## src/rtl/cohdec_pkg.sv

```systemverilog
package cohdec_pkg;
  localparam int ST_W = 5;
  localparam int TY_W = 3;
  localparam int EV_W = 5;
  localparam int NQ   = 3;
  localparam int Q_RSP = 0;
  localparam int Q_FWD = 1;
  localparam int Q_UPQ = 2;

  typedef enum logic [ST_W-1:0] {
    ST_NP = 5'd0, ST_I = 5'd1, ST_S = 5'd2, ST_SS = 5'd3, ST_E = 5'd4,
    ST_EE = 5'd5, ST_M = 5'd6, ST_MM = 5'd7, ST_WS = 5'd8, ST_WM = 5'd9,
    ST_UPG = 5'd10, ST_WS_INV = 5'd11, ST_EVICT = 5'd12, ST_SINK = 5'd13,
    ST_S_UPX = 5'd14, ST_E_UPX = 5'd15, ST_M_UPX = 5'd16, ST_MM_UPX = 5'd17,
    ST_UPG_UPX = 5'd18
  } line_st_e;

  typedef enum logic [EV_W-1:0] {
    EV_NONE = 5'd0, EV_DATA_EXCL = 5'd1, EV_WB_DONE = 5'd2, EV_DATA_PEER = 5'd3,
    EV_DATA_LAST = 5'd4, EV_DATA_PART = 5'd5, EV_ACK_LAST = 5'd6,
    EV_ACK_PART = 5'd7, EV_UP_INV_REMOTE = 5'd8, EV_SNOOP_INV = 5'd9,
    EV_SNOOP_EXCL = 5'd10, EV_SNOOP_SHARED = 5'd11, EV_UP_DATA_ACK = 5'd12,
    EV_UP_ACK = 5'd13, EV_LOAD = 5'd14, EV_STORE = 5'd15, EV_WRITEBACK = 5'd16,
    EV_UP_INV_OWN = 5'd17, EV_REPLACE = 5'd18
  } ev_e;

  typedef enum logic [TY_W-1:0] {
    RT_DATA = 3'd0, RT_DATA_EXCL = 3'd1, RT_ACK = 3'd2, RT_WB_ACK = 3'd3
  } rsp_ty_e;

  typedef enum logic [TY_W-1:0] {
    FT_INV = 3'd0, FT_GETX = 3'd1, FT_UPGRADE = 3'd2, FT_GETS = 3'd3
  } fwd_ty_e;

  typedef enum logic [TY_W-1:0] {
    UT_GETS = 3'd0, UT_GETX = 3'd1, UT_UPGRADE = 3'd2, UT_PUTX = 3'd3,
    UT_INV_DATA = 3'd4, UT_INV_ACK = 3'd5
  } upq_ty_e;

  // line has a copy in the cache above
  function automatic logic held_above(input logic [ST_W-1:0] s);
    return (s == ST_S) || (s == ST_E) || (s == ST_M) || (s == ST_S_UPX) ||
           (s == ST_E_UPX) || (s == ST_M_UPX) || (s == ST_UPG_UPX);
  endfunction
endpackage

```

## src/rtl/cohdec_arb.sv

```systemverilog
module cohdec_arb #(
  parameter int NQ     = 3,
  parameter int ADDR_W = 32
) (
  input  logic [NQ-1:0]             valid_i,
  input  logic [NQ-1:0][ADDR_W-1:0] addr_i,
  output logic [NQ-1:0]             grant_o,
  output logic [ADDR_W-1:0]         addr_o
);
  // lowest index wins
  always_comb begin
    grant_o = '0;
    addr_o  = '0;
    for (int q = NQ - 1; q >= 0; q--) begin
      if (valid_i[q]) begin
        grant_o    = '0;
        grant_o[q] = 1'b1;
        addr_o     = addr_i[q];
      end
    end
  end
endmodule

```

## src/rtl/cohdec_ackcnt.sv

```systemverilog
module cohdec_ackcnt #(
  parameter int ACK_W = 4,
  parameter int CNT_W = 6
) (
  input  logic             clk_i,
  input  logic             rst_ni,
  input  logic             open_i,
  input  logic             sub_i,
  input  logic [ACK_W-1:0] acks_i,
  output logic [CNT_W-1:0] pend_o,
  output logic             last_o
);
  localparam int EXT_W = CNT_W - ACK_W;

  logic [CNT_W-1:0] pend_q, acks_ext, diff;

  assign acks_ext = {{EXT_W{acks_i[ACK_W-1]}}, acks_i};
  assign diff     = pend_q - acks_ext;
  assign last_o   = (diff == '0);
  assign pend_o   = pend_q;

  always_ff @(posedge clk_i or negedge rst_ni) begin
    if (!rst_ni)     pend_q <= '0;
    else if (open_i) pend_q <= '0;
    else if (sub_i)  pend_q <= diff;
  end

  p_open_clears_r7: assert property (@(posedge clk_i) disable iff (!rst_ni)
    open_i |=> (pend_o == '0));
  p_idle_holds_r7: assert property (@(posedge clk_i) disable iff (!rst_ni)
    (!open_i && !sub_i) |=> $stable(pend_o));
endmodule

```

## src/rtl/cohdec_rsp.sv

```systemverilog
module cohdec_rsp
  import cohdec_pkg::*;
(
  input  logic [TY_W-1:0] type_i,
  input  logic            from_peer_i,
  input  logic [ST_W-1:0] state_i,
  input  logic            last_i,
  output logic [EV_W-1:0] ev_o,
  output logic            err_o,
  output logic            counts_o
);
  logic wait_shared;
  assign wait_shared = (state_i == ST_WS) || (state_i == ST_WS_INV);

  always_comb begin
    ev_o     = EV_NONE;
    err_o    = 1'b0;
    counts_o = 1'b0;
    unique case (type_i)
      RT_DATA_EXCL: ev_o = EV_DATA_EXCL;
      RT_WB_ACK:    ev_o = EV_WB_DONE;
      RT_DATA: begin
        counts_o = 1'b1;
        if (wait_shared && from_peer_i) ev_o = EV_DATA_PEER;
        else if (last_i)                ev_o = EV_DATA_LAST;
        else                            ev_o = EV_DATA_PART;
      end
      RT_ACK: begin
        counts_o = 1'b1;
        ev_o     = last_i ? EV_ACK_LAST : EV_ACK_PART;
      end
      default: err_o = 1'b1;
    endcase
  end
endmodule

```

## src/rtl/cohdec_fwd.sv

```systemverilog
module cohdec_fwd
  import cohdec_pkg::*;
(
  input  logic [TY_W-1:0] type_i,
  input  logic            line_valid_i,
  input  logic [ST_W-1:0] state_i,
  output logic [EV_W-1:0] ev_o,
  output logic            err_o,
  output logic            hold_o
);
  logic above;
  assign above = line_valid_i && held_above(state_i);

  always_comb begin
    ev_o   = EV_NONE;
    err_o  = 1'b0;
    hold_o = 1'b0;
    if (type_i > FT_GETS) begin
      err_o = 1'b1;
    end else if (above) begin
      ev_o   = EV_UP_INV_REMOTE;
      hold_o = 1'b1;
    end else begin
      unique case (type_i)
        FT_INV:  ev_o = EV_SNOOP_INV;
        FT_GETS: ev_o = EV_SNOOP_SHARED;
        default: ev_o = EV_SNOOP_EXCL;
      endcase
    end
  end
endmodule

```

## src/rtl/cohdec_upq.sv

```systemverilog
module cohdec_upq
  import cohdec_pkg::*;
(
  input  logic [TY_W-1:0] type_i,
  input  logic            line_valid_i,
  input  logic            way_free_i,
  input  logic [ST_W-1:0] victim_state_i,
  output logic [EV_W-1:0] ev_o,
  output logic            err_o,
  output logic            victim_o
);
  logic room;
  assign room = line_valid_i || way_free_i;

  always_comb begin
    ev_o     = EV_NONE;
    err_o    = 1'b0;
    victim_o = 1'b0;
    unique case (type_i)
      UT_INV_DATA: ev_o = EV_UP_DATA_ACK;
      UT_INV_ACK:  ev_o = EV_UP_ACK;
      UT_GETS, UT_GETX, UT_UPGRADE, UT_PUTX: begin
        if (!room) begin
          victim_o = 1'b1;
          ev_o     = held_above(victim_state_i) ? EV_UP_INV_OWN : EV_REPLACE;
        end else if (type_i == UT_GETS) ev_o = EV_LOAD;
        else if (type_i == UT_PUTX)     ev_o = EV_WRITEBACK;
        else                            ev_o = EV_STORE;
      end
      default: err_o = 1'b1;
    endcase
  end
endmodule

```

## src/rtl/coh_event_decoder.sv

```systemverilog
module coh_event_decoder
  import cohdec_pkg::*;
#(
  parameter int ADDR_W = 32,
  parameter int ACK_W  = 4,
  parameter int CNT_W  = 6
) (
  input  logic              clk_i,
  input  logic              rst_ni,
  input  logic              rsp_valid_i,
  input  logic [2:0]        rsp_type_i,
  input  logic              rsp_from_peer_i,
  input  logic [ACK_W-1:0]  rsp_acks_i,
  input  logic [ADDR_W-1:0] rsp_addr_i,
  input  logic              fwd_valid_i,
  input  logic [2:0]        fwd_type_i,
  input  logic [ADDR_W-1:0] fwd_addr_i,
  input  logic              upq_valid_i,
  input  logic [2:0]        upq_type_i,
  input  logic [ADDR_W-1:0] upq_addr_i,
  input  logic              txn_open_i,
  input  logic [4:0]        line_state_i,
  input  logic              line_valid_i,
  input  logic              way_free_i,
  input  logic [ADDR_W-1:0] victim_addr_i,
  input  logic [4:0]        victim_state_i,
  output logic [ADDR_W-1:0] look_addr_o,
  output logic              ev_valid_o,
  output logic [4:0]        ev_o,
  output logic [ADDR_W-1:0] ev_addr_o,
  output logic [2:0]        deq_o,
  output logic              err_o
);
  logic [NQ-1:0]             q_valid, grant;
  logic [NQ-1:0][ADDR_W-1:0] q_addr;
  logic [ADDR_W-1:0]         sel_addr;
  logic [EV_W-1:0]           rsp_ev, fwd_ev, upq_ev, ev;
  logic                      rsp_err, fwd_err, upq_err, rsp_counts;
  logic                      fwd_hold, upq_victim, cnt_last;
  logic [CNT_W-1:0]          pend;
  logic                      err, use_victim;
  logic [NQ-1:0]             deq;

  assign q_valid = {upq_valid_i, fwd_valid_i, rsp_valid_i};
  assign q_addr  = {upq_addr_i, fwd_addr_i, rsp_addr_i};

  cohdec_arb #(.NQ(NQ), .ADDR_W(ADDR_W)) u_arb (
    .valid_i(q_valid), .addr_i(q_addr), .grant_o(grant), .addr_o(sel_addr)
  );

  cohdec_ackcnt #(.ACK_W(ACK_W), .CNT_W(CNT_W)) u_cnt (
    .clk_i, .rst_ni, .open_i(txn_open_i),
    .sub_i(grant[Q_RSP] && rsp_counts),
    .acks_i(rsp_acks_i), .pend_o(pend), .last_o(cnt_last)
  );

  cohdec_rsp u_rsp (
    .type_i(rsp_type_i), .from_peer_i(rsp_from_peer_i), .state_i(line_state_i),
    .last_i(cnt_last), .ev_o(rsp_ev), .err_o(rsp_err), .counts_o(rsp_counts)
  );

  cohdec_fwd u_fwd (
    .type_i(fwd_type_i), .line_valid_i, .state_i(line_state_i),
    .ev_o(fwd_ev), .err_o(fwd_err), .hold_o(fwd_hold)
  );

  cohdec_upq u_upq (
    .type_i(upq_type_i), .line_valid_i, .way_free_i, .victim_state_i,
    .ev_o(upq_ev), .err_o(upq_err), .victim_o(upq_victim)
  );

  always_comb begin
    ev         = EV_NONE;
    err        = 1'b0;
    use_victim = 1'b0;
    deq        = '0;
    if (grant[Q_RSP]) begin
      ev         = rsp_ev;
      err        = rsp_err;
      deq[Q_RSP] = 1'b1;
    end else if (grant[Q_FWD]) begin
      ev         = fwd_ev;
      err        = fwd_err;
      deq[Q_FWD] = !fwd_hold;
    end else if (grant[Q_UPQ]) begin
      ev         = upq_ev;
      err        = upq_err;
      use_victim = upq_victim;
      deq[Q_UPQ] = !upq_victim;
    end
  end

  assign look_addr_o = sel_addr;
  assign ev_o        = ev;
  assign ev_valid_o  = (ev != EV_NONE);
  assign ev_addr_o   = use_victim ? victim_addr_i : sel_addr;
  assign deq_o       = deq;
  assign err_o       = err;

  p_deq_onehot_r1: assert property (@(posedge clk_i) disable iff (!rst_ni)
    $onehot0(deq_o));
  p_rsp_first_r1: assert property (@(posedge clk_i) disable iff (!rst_ni)
    rsp_valid_i |-> (deq_o[2:1] == 2'b00));
  p_idle_quiet_r2: assert property (@(posedge clk_i) disable iff (!rst_ni)
    !(rsp_valid_i || fwd_valid_i || upq_valid_i) |-> (!ev_valid_o && deq_o == '0 && !err_o));
  p_remote_inv_hold_r8: assert property (@(posedge clk_i) disable iff (!rst_ni)
    (ev_o == EV_UP_INV_REMOTE) |-> (deq_o == '0));
  p_victim_hold_r11: assert property (@(posedge clk_i) disable iff (!rst_ni)
    (ev_o == EV_UP_INV_OWN || ev_o == EV_REPLACE) |-> (deq_o == '0 && ev_addr_o == victim_addr_i));
  p_err_silent_r12: assert property (@(posedge clk_i) disable iff (!rst_ni)
    err_o |-> (!ev_valid_o && $countones(deq_o) == 1));
  p_count_zero_after_open_r7: assert property (@(posedge clk_i) disable iff (!rst_ni)
    txn_open_i |=> (pend == '0));
endmodule

```

## config.mk

```make
export PLATFORM = sky130hd
export DESIGN_NAME = coh_event_decoder
export DESIGN_NICKNAME = d
export VERILOG_FILES = /design/src/rtl/cohdec_pkg.sv /design/src/rtl/cohdec_arb.sv /design/src/rtl/cohdec_ackcnt.sv /design/src/rtl/cohdec_rsp.sv /design/src/rtl/cohdec_fwd.sv /design/src/rtl/cohdec_upq.sv /design/src/rtl/coh_event_decoder.sv
export SDC_FILE = /design/constraint.sdc
export NUM_CORES = 1
export LEC_CHECK = 0
export ABC_CLOCK_PERIOD_IN_PS = 4450
export BUFFER_PORTS_ARGS = -buffer_cell sky130_fd_sc_hd__clkbuf_2
export CAP_MARGIN = 20
export CORE_AREA = 2 2 90 92
export CTS_CLUSTER_SIZE = 24
export DETAILED_ROUTE_END_ITERATION = 10
export DIE_AREA = 0 0 92 94
export GPL_TIMING_DRIVEN = 1
export PLACE_DENSITY = 0.61
export SYNTH_ARGS = -nofsm -noshare
export SYNTH_HDL_FRONTEND = slang
export SYNTH_SLANG_ARGS = --single-unit
export TNS_END_PERCENT = 30
```

## constraint.sdc

```tcl
create_clock -name clk_i -period 4.45 [get_ports clk_i]
set_input_delay 0.89 -clock clk_i [delete_from_list [all_inputs] [get_ports clk_i]]
set_output_delay 0.89 -clock clk_i [all_outputs]
set_load 0.03 [all_outputs]
```

==> metrics.md <==
| Metric | Value |
|---|---|
| Cell count after synthesis | 260 |
| Final hold vios | 0 |
| Yosys Warn Count | 0 |
| Final Skew | 2.38 ps |
| Vias in the first global route | 2640 |
| Drt pass-1 iters | 4 |
| Setup Buffers After CTS | 0 |
| Commonest non-fill, non-tap cell in the layout | clkbuf_2 |
| Total Wirelength | 9.01 mm |
| Ys flop type | dfrtp_1 |
| Worst Path Max Fanout | 2 |
| Post-synthesis mux area share | 0.203 |
| Synth Cell Area | 0.00182 mm2 |
| Largest family of logic cells by synthesized area | compound AO/OA/AOI/OAI gates |
| Final Slew Violations | 0 |
| DIE WIDTH | 92 um |
| DP HPWL | 7.64 mm |
| Sequential area share after synthesis | 0.0825 |
| Flops & latches, synth | 6 |
| Post-CTS Resized | 0 |
| Critical Path AT | 3000 ps |
| Power density cells | 174 mW/mm2 |
| Initial Util | 0.239 |
| Syn Nets | 426 |
| Post-synthesis xor/xnor area fraction | 0.0385 |
| Share of post-route cells with drive strength above 1 | 0.583 |
| Crit Path Class | in2out |
| Crit. End Element | output pin |
| First-pass GRT wire length | 13.1 mm |
| FMAX | 257 MHz |
| Minimum clock period | 3890 ps |
| Clock latency on the worst-skew pair | 230 ps |
| FF-to-FF path depth | 9 |
| Final core occ | 0.408 |
| Core Area | 0.00761 mm2 |
| Worst-path clk slew | 40 ps |
| EDFF count, synth | 0 |
| IO Pins | 234 |
| DR vias/cell | 4.81 |
| Post-synthesis simple-gate area fraction | 0.234 |
| Slew @ Worst Pin | 559 ps |
| Max reg flops | 6 |
| Hold crit path type | in2async |
| TNS Setup | 0 ps |
| Compound-gate portion of the synthesized area | 0.328 |
| Status | completed |
| Clock sinks | 6 |
| Max-cap viol count | 0 |
| Leakage | 0.00171 uW |
| Pwr Total | 541 uW |
| CP startpoint kind | input port |
| Initial antenna violation count | 3 |
| Adder-Cell Fraction of Synth Area | 0.0454 |
| CTS max path bufs | 2 |
| Clk root buf | clkbuf_8 |
| Mean Syn Cell Area | 7.00 um2 |
| Worst setup path start | rsp_acks_i[0] |
| WL/cell | 15.4 um |
| Slew margin rel. | 0.627 |
| Hold-fix buffers, CTS | 0 |
| Final Cycle Share | 0.875 |
| Total GRT Usage | 0.186 |
| Std cell rows | 32 |
| Number of H-tree levels | 1 |
| Total CTS buffers | 3 |
| Routed via count | 2820 |
| Worst Path Required | 3560 ps |
| Antenna violation net count after detailed routing | 0 |
| I/O Buffers | 233 |
| Ys async rst share | 1.00 |
| RSZ-0062 raised after global routing | no |
| Global route overflow | 0 |
| Nets | 650 |
| Finish-stage setup viols | 0 |
| RR Startpoint | u_cnt.pend_o[0] |
| Most frequent cells in the layout | clkbuf_2, nand2_1, o21ai_0 |
| Residual DRC | 0 |
| Hold slack | 480 ps |
| Synth cell types | 44 |
| Syn-to-layout area delta | 70.4% |
| Iteration-0 DRC Markers | 74 |
| Maximum vdd drop | 0.164 mV |
| CTS tree | built |
| Largest net degree at the start of global routing | 66 |
| Placer congestion estimate | 0.841 |
| Die height | 94 um |
| Die ar. | 0.00865 mm2 |
path summary, 6_finish.rpt:
check | to | slack, ps
setup / recovery | ev_o[0] | 560
hold / removal | u_cnt.pend_o[4] | 480
setup reg to reg | u_cnt.pend_o[4] | 2620
hold reg to reg | u_cnt.pend_o[4] | 550
max in group asynchronous | u_cnt.pend_o[2] | 3820
min in group clk_i | u_cnt.pend_o[4] | 550
layer usage:
metal  vias up  wire, um  global-route usage
li1       1411         -                   -
met3        10       933              0.0594
met4         2        78              0.0348
met1      1253      3440               0.220
met5         -        13                   0
met2       144      4540               0.333
per-stage QoR:
step | cells | worst slack [ps] | cell area, um2
finish | 586 | 558 | 3100
global route | 584 | 368 | 3100
CTS | 584 | 565 | 3100
detailed placement | 581 | 568 | 3060
global placement | 581 | 638 | 3060
floorplan | 260 | 399 | 1820
kinds of logic (layout without fill, tap and decap cells):
group | Yosys count | count (layout)
adder cells (fa/ha/maj) | 6 | 6
AND/OR/NAND/NOR | 88 | 88
other | 0 | 2
multiplexers | 33 | 33
AO/OA/AOI/OAI | 92 | 92
flip-flops | 6 | 6
buffers and inverters | 27 | 249
XOR/XNOR | 8 | 8
synth_stat cells (2+ instances only):
cell type | n | share of area
nand2_1 | 43 | 0.089
o21ai_0 | 38 | 0.10
mux2_2 | 32 | 0.20
a22oi_1 | 31 | 0.13
nor2_1 | 15 | 0.031
a21oi_1 | 12 | 0.033
clkbuf_1 | 9 | 0.019
inv_1 | 8 | 0.016
buf_2 | 7 | 0.019
dfrtp_1 | 6 | 0.082
ha_1 | 5 | 0.034
nand2b_1 | 5 | 0.017
nor3_1 | 5 | 0.014
nor3b_1 | 5 | 0.021
xnor2_1 | 4 | 0.019
xor2_1 | 4 | 0.019
buf_4 | 2 | 0.0082
nor2b_1 | 2 | 0.0069
or3_1 | 2 | 0.0069
report_power, final:
group | switching (uW) | total [uW] | internal, uW
sequential | 2.00 | 59.4 | 57.4
combinational | 247 | 398 | 150
clock | 25.7 | 84.0 | 58.3
cell type report:
class	count	area, um2
flip-flops and latches	6	150
clock buffers	3	41.3
diodes	2	5.00
multi-input cells	227	1550
well taps	102	128
inverters	8	30.0
fillers	817	4500
repair buffers	238	1200
critical path: stages:
cell and delay (ps):
clkbuf_2 80, ha_1 170, inv_1 60, fa_1 390, xor2_1 190, or4b_1 480, nor4_1 210, a221o_1 230
o221ai_1 110, clkbuf_2 190
(Power assumes the default switching activity.)
